$ cat src/rtl/agu_pkg.sv
package agu_pkg;

  typedef enum logic [1:0] {
    ACC_DATA     = 2'b00,
    ACC_FETCH    = 2'b01,
    ACC_STRDST   = 2'b10,
    ACC_DATA_ALT = 2'b11
  } acc_kind_e;

  typedef enum logic [2:0] {
    SEG_CODE  = 3'd0,
    SEG_STACK = 3'd1,
    SEG_DATA  = 3'd2,
    SEG_EXTRA = 3'd3,
    SEG_AUXA  = 3'd4,
    SEG_AUXB  = 3'd5
  } seg_id_e;

  localparam int SEG_ID_W   = 3;
  localparam int SEG_COUNT  = 6;
  localparam int REG_SP_ID  = 4;
  localparam int REG_FP_ID  = 5;

  typedef enum logic [1:0] {
    DSZ_NONE = 2'b00,
    DSZ_BYTE = 2'b01,
    DSZ_WORD = 2'b10,
    DSZ_WALT = 2'b11
  } disp_size_e;

endpackage

$ cat src/rtl/agu_rst_sync.sv
module agu_rst_sync (
  input  logic clk,
  input  logic rst_n,
  output logic rst_n_sync
);

  logic [1:0] stage_q;

  always_ff @(posedge clk or negedge rst_n) begin
    if (!rst_n) begin
      stage_q <= 2'b00;
    end else begin
      stage_q <= {stage_q[0], 1'b1};
    end
  end

  assign rst_n_sync = stage_q[1];

endmodule

$ cat src/rtl/agu_seg_pick.sv
module agu_seg_pick
  import agu_pkg::*;
#(
  parameter int NUM_GPR = 8,
  localparam int REG_IDX_W = $clog2(NUM_GPR)
) (
  input  logic [1:0]          access_kind,
  input  logic                base_valid,
  input  logic [REG_IDX_W-1:0] base_sel,
  input  logic                ovr_valid,
  input  logic [SEG_ID_W-1:0] ovr_seg,
  output logic [SEG_ID_W-1:0] seg_sel
);

  logic stack_based;
  logic ovr_usable;
  logic [SEG_ID_W-1:0] data_default;

  always_comb begin
    stack_based = base_valid &&
                  ((base_sel == REG_IDX_W'(REG_SP_ID)) ||
                   (base_sel == REG_IDX_W'(REG_FP_ID)));
    ovr_usable  = ovr_valid && (ovr_seg < SEG_ID_W'(SEG_COUNT));
    data_default = stack_based ? SEG_STACK : SEG_DATA;
  end

  always_comb begin
    case (acc_kind_e'(access_kind))
      ACC_FETCH:  seg_sel = SEG_CODE;
      ACC_STRDST: seg_sel = SEG_EXTRA;
      default:    seg_sel = ovr_usable ? ovr_seg : data_default;
    endcase
  end

endmodule

$ cat src/rtl/agu_operand_mux.sv
module agu_operand_mux
  import agu_pkg::*;
#(
  parameter int DATA_W  = 32,
  parameter int NUM_GPR = 8,
  localparam int REG_IDX_W = $clog2(NUM_GPR)
) (
  input  logic [NUM_GPR*DATA_W-1:0] gpr_flat,
  input  logic                      base_valid,
  input  logic [REG_IDX_W-1:0]      base_sel,
  input  logic                      index_valid,
  input  logic [REG_IDX_W-1:0]      index_sel,
  input  logic [1:0]                scale_code,
  input  logic [DATA_W-1:0]         disp,
  input  logic [1:0]                disp_size,
  output logic [DATA_W-1:0]         base_term,
  output logic [DATA_W-1:0]         index_term,
  output logic [DATA_W-1:0]         disp_term
);

  logic [DATA_W-1:0] gpr_val [NUM_GPR];

  for (genvar g = 0; g < NUM_GPR; g++) begin : g_unpack
    assign gpr_val[g] = gpr_flat[g*DATA_W +: DATA_W];
  end

  logic index_used;

  always_comb begin
    base_term  = base_valid ? gpr_val[base_sel] : '0;
    index_used = index_valid && (index_sel != REG_IDX_W'(REG_SP_ID));
    index_term = index_used ? (gpr_val[index_sel] << scale_code) : '0;
  end

  always_comb begin
    case (disp_size_e'(disp_size))
      DSZ_NONE: disp_term = '0;
      DSZ_BYTE: disp_term = {{(DATA_W-8){disp[7]}}, disp[7:0]};
      default:  disp_term = disp;
    endcase
  end

endmodule

$ cat src/rtl/agu_sum.sv
module agu_sum
  import agu_pkg::*;
#(
  parameter int DATA_W  = 32,
  parameter int NUM_SEG = 6
) (
  input  logic [NUM_SEG*DATA_W-1:0] seg_bases_flat,
  input  logic [SEG_ID_W-1:0]       seg_sel,
  input  logic [DATA_W-1:0]         base_term,
  input  logic [DATA_W-1:0]         index_term,
  input  logic [DATA_W-1:0]         disp_term,
  output logic [DATA_W-1:0]         offset,
  output logic [DATA_W-1:0]         linear
);

  logic [DATA_W-1:0] seg_base [NUM_SEG];

  for (genvar s = 0; s < NUM_SEG; s++) begin : g_seg
    assign seg_base[s] = seg_bases_flat[s*DATA_W +: DATA_W];
  end

  logic [DATA_W-1:0] chosen_base;

  always_comb begin
    chosen_base = '0;
    for (int k = 0; k < NUM_SEG; k++) begin
      if (seg_sel == SEG_ID_W'(k)) chosen_base = seg_base[k];
    end
    offset = base_term + index_term + disp_term;
    linear = chosen_base + offset;
  end

endmodule

$ cat src/rtl/agu_linear_addr.sv
module agu_linear_addr
  import agu_pkg::*;
#(
  parameter int DATA_W  = 32,
  parameter int NUM_GPR = 8,
  parameter int NUM_SEG = 6,
  localparam int REG_IDX_W = $clog2(NUM_GPR)
) (
  input  logic                      clk,
  input  logic                      rst_n,
  input  logic                      req_valid,
  input  logic [NUM_GPR*DATA_W-1:0] gpr_flat,
  input  logic                      base_valid,
  input  logic [REG_IDX_W-1:0]      base_sel,
  input  logic                      index_valid,
  input  logic [REG_IDX_W-1:0]      index_sel,
  input  logic [1:0]                scale_code,
  input  logic [DATA_W-1:0]         disp,
  input  logic [1:0]                disp_size,
  input  logic [1:0]                access_kind,
  input  logic                      ovr_valid,
  input  logic [SEG_ID_W-1:0]       ovr_seg,
  input  logic [NUM_SEG*DATA_W-1:0] seg_bases_flat,
  output logic                      out_valid,
  output logic [SEG_ID_W-1:0]       out_seg,
  output logic [DATA_W-1:0]         out_offset,
  output logic [DATA_W-1:0]         out_linear
);

  logic rst_n_int;

  agu_rst_sync u_rst_sync (
    .clk        (clk),
    .rst_n      (rst_n),
    .rst_n_sync (rst_n_int)
  );

  logic [SEG_ID_W-1:0] seg_sel;
  logic [DATA_W-1:0]   base_term, index_term, disp_term;
  logic [DATA_W-1:0]   offset_d, linear_d;

  agu_seg_pick #(.NUM_GPR(NUM_GPR)) u_seg_pick (
    .access_kind (access_kind),
    .base_valid  (base_valid),
    .base_sel    (base_sel),
    .ovr_valid   (ovr_valid),
    .ovr_seg     (ovr_seg),
    .seg_sel     (seg_sel)
  );

  agu_operand_mux #(.DATA_W(DATA_W), .NUM_GPR(NUM_GPR)) u_operand_mux (
    .gpr_flat    (gpr_flat),
    .base_valid  (base_valid),
    .base_sel    (base_sel),
    .index_valid (index_valid),
    .index_sel   (index_sel),
    .scale_code  (scale_code),
    .disp        (disp),
    .disp_size   (disp_size),
    .base_term   (base_term),
    .index_term  (index_term),
    .disp_term   (disp_term)
  );

  agu_sum #(.DATA_W(DATA_W), .NUM_SEG(NUM_SEG)) u_sum (
    .seg_bases_flat (seg_bases_flat),
    .seg_sel        (seg_sel),
    .base_term      (base_term),
    .index_term     (index_term),
    .disp_term      (disp_term),
    .offset         (offset_d),
    .linear         (linear_d)
  );

  // next-state
  logic                valid_d;
  logic [SEG_ID_W-1:0] seg_n;
  logic [DATA_W-1:0]   off_n, lin_n;

  always_comb begin
    valid_d = req_valid;
    seg_n   = out_seg;
    off_n   = out_offset;
    lin_n   = out_linear;
    if (req_valid) begin
      seg_n = seg_sel;
      off_n = offset_d;
      lin_n = linear_d;
    end
  end

  // registers
  always_ff @(posedge clk or negedge rst_n_int) begin
    if (!rst_n_int) begin
      out_valid  <= 1'b0;
      out_seg    <= '0;
      out_offset <= '0;
      out_linear <= '0;
    end else begin
      out_valid  <= valid_d;
      out_seg    <= seg_n;
      out_offset <= off_n;
      out_linear <= lin_n;
    end
  end

  AST_VALID_FOLLOWS: assert property (@(posedge clk) disable iff (!rst_n_int)
    req_valid |=> out_valid);
  AST_VALID_PULSE: assert property (@(posedge clk) disable iff (!rst_n_int)
    !req_valid |=> !out_valid);
  AST_FETCH_CODE: assert property (@(posedge clk) disable iff (!rst_n_int)
    (req_valid && access_kind == ACC_FETCH) |=> (out_seg == SEG_CODE));
  AST_STRDST_EXTRA: assert property (@(posedge clk) disable iff (!rst_n_int)
    (req_valid && access_kind == ACC_STRDST) |=> (out_seg == SEG_EXTRA));
  AST_EMPTY_OFFSET: assert property (@(posedge clk) disable iff (!rst_n_int)
    (req_valid && !base_valid && disp_size == DSZ_NONE &&
     (!index_valid || index_sel == REG_IDX_W'(REG_SP_ID))) |=> (out_offset == '0));
  AST_HOLD_RESULT: assert property (@(posedge clk) disable iff (!rst_n_int)
    !req_valid |=> ($stable(out_linear) && $stable(out_offset) && $stable(out_seg)));

endmodule

$ cat config.mk
export PLATFORM = sky130hd
export DESIGN_NAME = agu_linear_addr
export DESIGN_NICKNAME = d
export VERILOG_FILES = /design/src/rtl/agu_pkg.sv /design/src/rtl/agu_rst_sync.sv /design/src/rtl/agu_seg_pick.sv /design/src/rtl/agu_operand_mux.sv /design/src/rtl/agu_sum.sv /design/src/rtl/agu_linear_addr.sv
export SDC_FILE = /design/constraint.sdc
export NUM_CORES = 1
export LEC_CHECK = 0
export BUFFER_PORTS_ARGS = -buffer_cell sky130_fd_sc_hd__buf_2
export CAP_MARGIN = 30
export CORE_AREA = 3 3 221 223
export DETAILED_ROUTE_END_ITERATION = 16
export DIE_AREA = 0 0 224 226
export GPL_ROUTABILITY_DRIVEN = 0
export PLACE_DENSITY = 0.6
export SLEW_MARGIN = 20
export SYNTH_ARGS = -nofsm -noshare
export SYNTH_HDL_FRONTEND = slang
export SYNTH_SLANG_ARGS = --single-unit
$ cat constraint.sdc
create_clock -name clk -period 3.1 [get_ports clk]
set_input_delay 0.155 -clock clk [delete_from_list [all_inputs] [get_ports clk]]
set_output_delay 0.155 -clock clk [all_outputs]
set_load 0.005 [all_outputs]
==> run_results.csv <==
group,metric,value,unit
grt,antenna_found_initial,35,
finish,nFillCells,4464,
synth,yosys_warnings,0,
setup_path,worstSetupEndpointType,"register",
pwr,swShare,0.4268,
grt,grt_usage,0.2658,
setup_path,arrival,6.56,ns
grt,grt_start_max_net_pins,69,
placement,io_buffers,568,
setup_path,cp-start-kind,"input port",
synth,synth_top_cell_by_area,"mux4_2",
setup_path,rr_worst_depth,1,
job,maxCapViolations,0,
synth,avgSynthCellArea,9.557,µm²
die,start_util,0.2762,
synth,yosys-top-cells-area,"mux4_2, dfrtp_1, mux2_2",
timing,hold_viol_final,0,
die,core_area,46750,µm²
timing,max_slew.worst_pin.slew,0.7620,ns
die,rows,79,
setup_path,crit_required,3.33,ns
timing,fmax,157.9,MHz
setup_path,r2r-start,"u_rst_sync.stage_q[1]",
synth,synth_edf_count,0,
die,die_w,224,µm
synth,synth.cell_area,12910,µm²
drt,route.antenna.remaining_nets,0,
cts,clk_latency,0.34,ns
synth,synth_async_sr_flop_share,1.000,
cts,clock_sinks,70,
finish,nets,2837,
timing,final_max_slew_viol_count,0,
setup_path,worstSetupEndpoint,"out_linear[28]",
placement,post-place-ws,-3.590,ns
setup_path,r2r_setup_slack,2.23,ns
setup_path,cp-startpoint,"index_sel[0]",
timing,setup_viol,58,
cts,cts_root_buffer,"clkbuf_16",
setup_path,cp_max_fo,5,
timing,fin_ws,-3.233,ns
drt,firstDrtPassIters,5,
drt,drc,0,
drt,wire_per_inst,24.23,µm
timing,fin_crit,6.333,ns
grt,grt_pass1_wl,101300,µm
run_status,violations,"setup timing",
pwr,p_int,7.514,mW
timing,period_share,2.043,
drt,drt_iter0_drc,1004,
setup_path,worstSetupPathType,"input port to register",
worst_hold_path,hp-class,"input port to asynchronous set/reset pin",
cts,cts_buffer_depth,2,
finish,drive_above_1_share,0.6240,
cts,clk_pin_slew,0.07,ns
synth,synth_nets,1943,
die,dieArea,50620,µm²
pwr,pwr-share-clk,0.080,
drt,viasPerCell,5.389,
placement,dp_hpwl,60300,µm
timing,skew,0.005836,ns
synth,synth_top_area_share,0.2233,
pwr,fin_total_pwr,13.11,mW
finish,syn_to_final_growth,63.74,%
setup_path,timing.rr.end,"out_offset[6]",
die,dieHeight,226,µm
cts,htree_num_levels,3,
timing,grt_setup_unrepaired,"yes",
synth,yosys_register_bits,70,
cts,cts_tree,"built",
drt,wl,69990,µm
pwr,seq_power_share,0.122,
pwr,switching_power,5.595,mW
setup_path,max_stage_delay,0.50,ns
timing,slew-limit-headroom,0.4915,
pwr,p_leak,10.04,nW
drt,vias,15560,
pwr,vdd_drop_max,0.3743,mV
grt,first_global_vias,16330,
cts,cts_inserted_buffers,9,
pwr,cellPowerDensity,620.1,nW/µm²
run_status,outcome,"complete, but fails checks",
synth,yosys.cell_types.count,90,
synth,synthFlopType,"dfrtp_1",
die,ios,569,
grt,grt-ovfl-total,0,
setup_path,crit_slowest_cell,"mux4_2",
synth,ys_seq_area_frac,0.1357,
synth,synthCells,1351,
pwr,comb_power_share,0.798,
timing repair:
item | in CTS | in global routing
hold endpoints to repair | 2 | 0
cloned | 2 | 0
resized for setup | 175 | 61
setup endpoints to repair | 61 | 61
hold buffers | 1 | 0
pin swaps | 75 | 55
setup buffers | 37 | 18
logic make-up (layout without fill, tap and decap cells):
kind of cell / after synthesis / in the layout / share of synthesized area
adders and majority gates: 94 / 94 / 0.1099
other: 1 / 32 / 0.0002904
xor gates and xnor gates: 63 / 63 / 0.04497
and+or+nand+nor: 314 / 314 / 0.1131
DFF: 70 / 70 / 0.1357
AOI/OAI and AO/OA: 368 / 368 / 0.1993
buffers and inverters: 166 / 1065 / 0.05010
muxes: 275 / 275 / 0.3466
per-layer routing:
metal | track usage | wire length (µm)
met3 | 0.04498 | 4648
met5 | 0 | 21
met1 | 0.2961 | 25750
met4 | 0.1511 | 4121
met2 | 0.4805 | 35450
critical path: cells and delay by family:
family,cells,cell delay (ns)
AO/OA/AOI/OAI,12,1.83
AND/OR/NAND/NOR,7,1.11
adder cells (fa/ha/maj),5,1.46
buffers and inverters,5,0.53
XOR/XNOR,2,0.38
multiplexers,3,1.09
power groups by stage:
stage                     Clock (mW)  Sequential [mW]  Combinational, mW
after global placement             0             1.60               8.67
after floorplan                    0             1.61               4.75
after detailed placement           0             1.61               8.82
final                           1.05             1.60               10.5
after global routing            1.12             1.65               11.3
after CTS                       1.08             1.60               10.0
sequential cells by signal, indices dropped and copies added (netlist names):
signal / count
out_offset: 32
out_valid: 1
out_seg: 3
u_rst_sync.stage_q: 2
out_linear: 32
cells in the final DEF, fill, tap and decap left out, types with 11 or more instances in the layout:
master / count
buf_2: 565
buf_4: 364
mux4_2: 128
nand2_1: 102
nor2_1: 100
a21oi_1: 90
dfrtp_1: 69
mux2_2: 68
inv_1: 64
ha_1: 43
mux2i_1: 42
diode_2: 31
fa_1: 30
mux2_4: 29
o21ai_0: 28
buf_6: 28
xnor2_1: 26
o22a_1: 22
a221oi_1: 21
a21o_1: 18
a21oi_2: 17
o21ai_2: 15
a22oi_1: 15
xnor2_2: 15
o22ai_1: 14
buf_12: 14
ha_4: 13
o21a_1: 12
nand2b_1: 11
nor2b_1: 11
a211oi_1: 11
how the worst min path moves through the flow:
stage	from	endpoint	slack, ns	cells after the start
floorplan	rst_n	u_rst_sync.stage_q[0]	-0.14	0
global placement	rst_n	u_rst_sync.stage_q[0]	-0.05	1
detailed placement	rst_n	u_rst_sync.stage_q[0]	-0.05	1
CTS	rst_n	u_rst_sync.stage_q[1]	0.12	2
global route	rst_n	u_rst_sync.stage_q[1]	0.12	2
finish	rst_n	u_rst_sync.stage_q[1]	0.14	2
layout make-up:
cell class,instances,area [µm²],share of cell area
multi-input cells,1115,11720,0.5544
repair buffers,977,6266,0.2964
flip-flops and latches,70,1755,0.08304
well taps,607,759.5,0.03593
inverters,72,272.8,0.01290
clock buffers,9,225.2,0.01065
diodes,31,77.57,0.003670
clock inverters,7,63.81,0.003018
synthesized netlist by cell type, types with 3 or more instances:
master	number
a21oi_1	112
o211a_1	3
or3_1	4
o21ai_1	3
clkbuf_1	63
a21o_1	18
a211oi_1	18
and3_1	5
o21ai_0	50
nor2_1	107
nand2_1	106
a221o_1	3
buf_1	21
a211o_1	9
nor2b_1	14
a21oi_2	3
mux4_2	128
nand3_1	10
o21a_1	12
nand4_1	4
ha_1	58
nor3_1	12
nand2b_1	14
or2_2	5
a21boi_0	3
mux2i_1	50
a221oi_1	21
buf_2	7
inv_1	72
a311oi_1	3
o21bai_1	8
o211ai_1	8
or4_1	3
fa_1	33
xnor2_1	47
o22ai_1	18
a22oi_1	15
dfrtp_1	70
and2_1	10
nor4_1	4
o211ai_2	3
a31oi_1	5
o22a_1	22
mux2_2	97
xor2_1	14
metrics by stage:
step	setup TNS, ns	hold WS [ns]	cells	util	instance area (µm²)
floorplan	-87.43	-0.1406	1351	-	13220
global placement	-117.52	-0.05367	2793	0.4115	19240
detailed placement	-122.63	-0.05302	2793	0.4115	19240
CTS	-87.10	0.1216	2845	0.4434	20730
global route	-100.37	0.1224	2886	0.4521	21140
finish	-90.12	0.1367	2888	0.4522	21140
(Power assumes the default switching activity.)
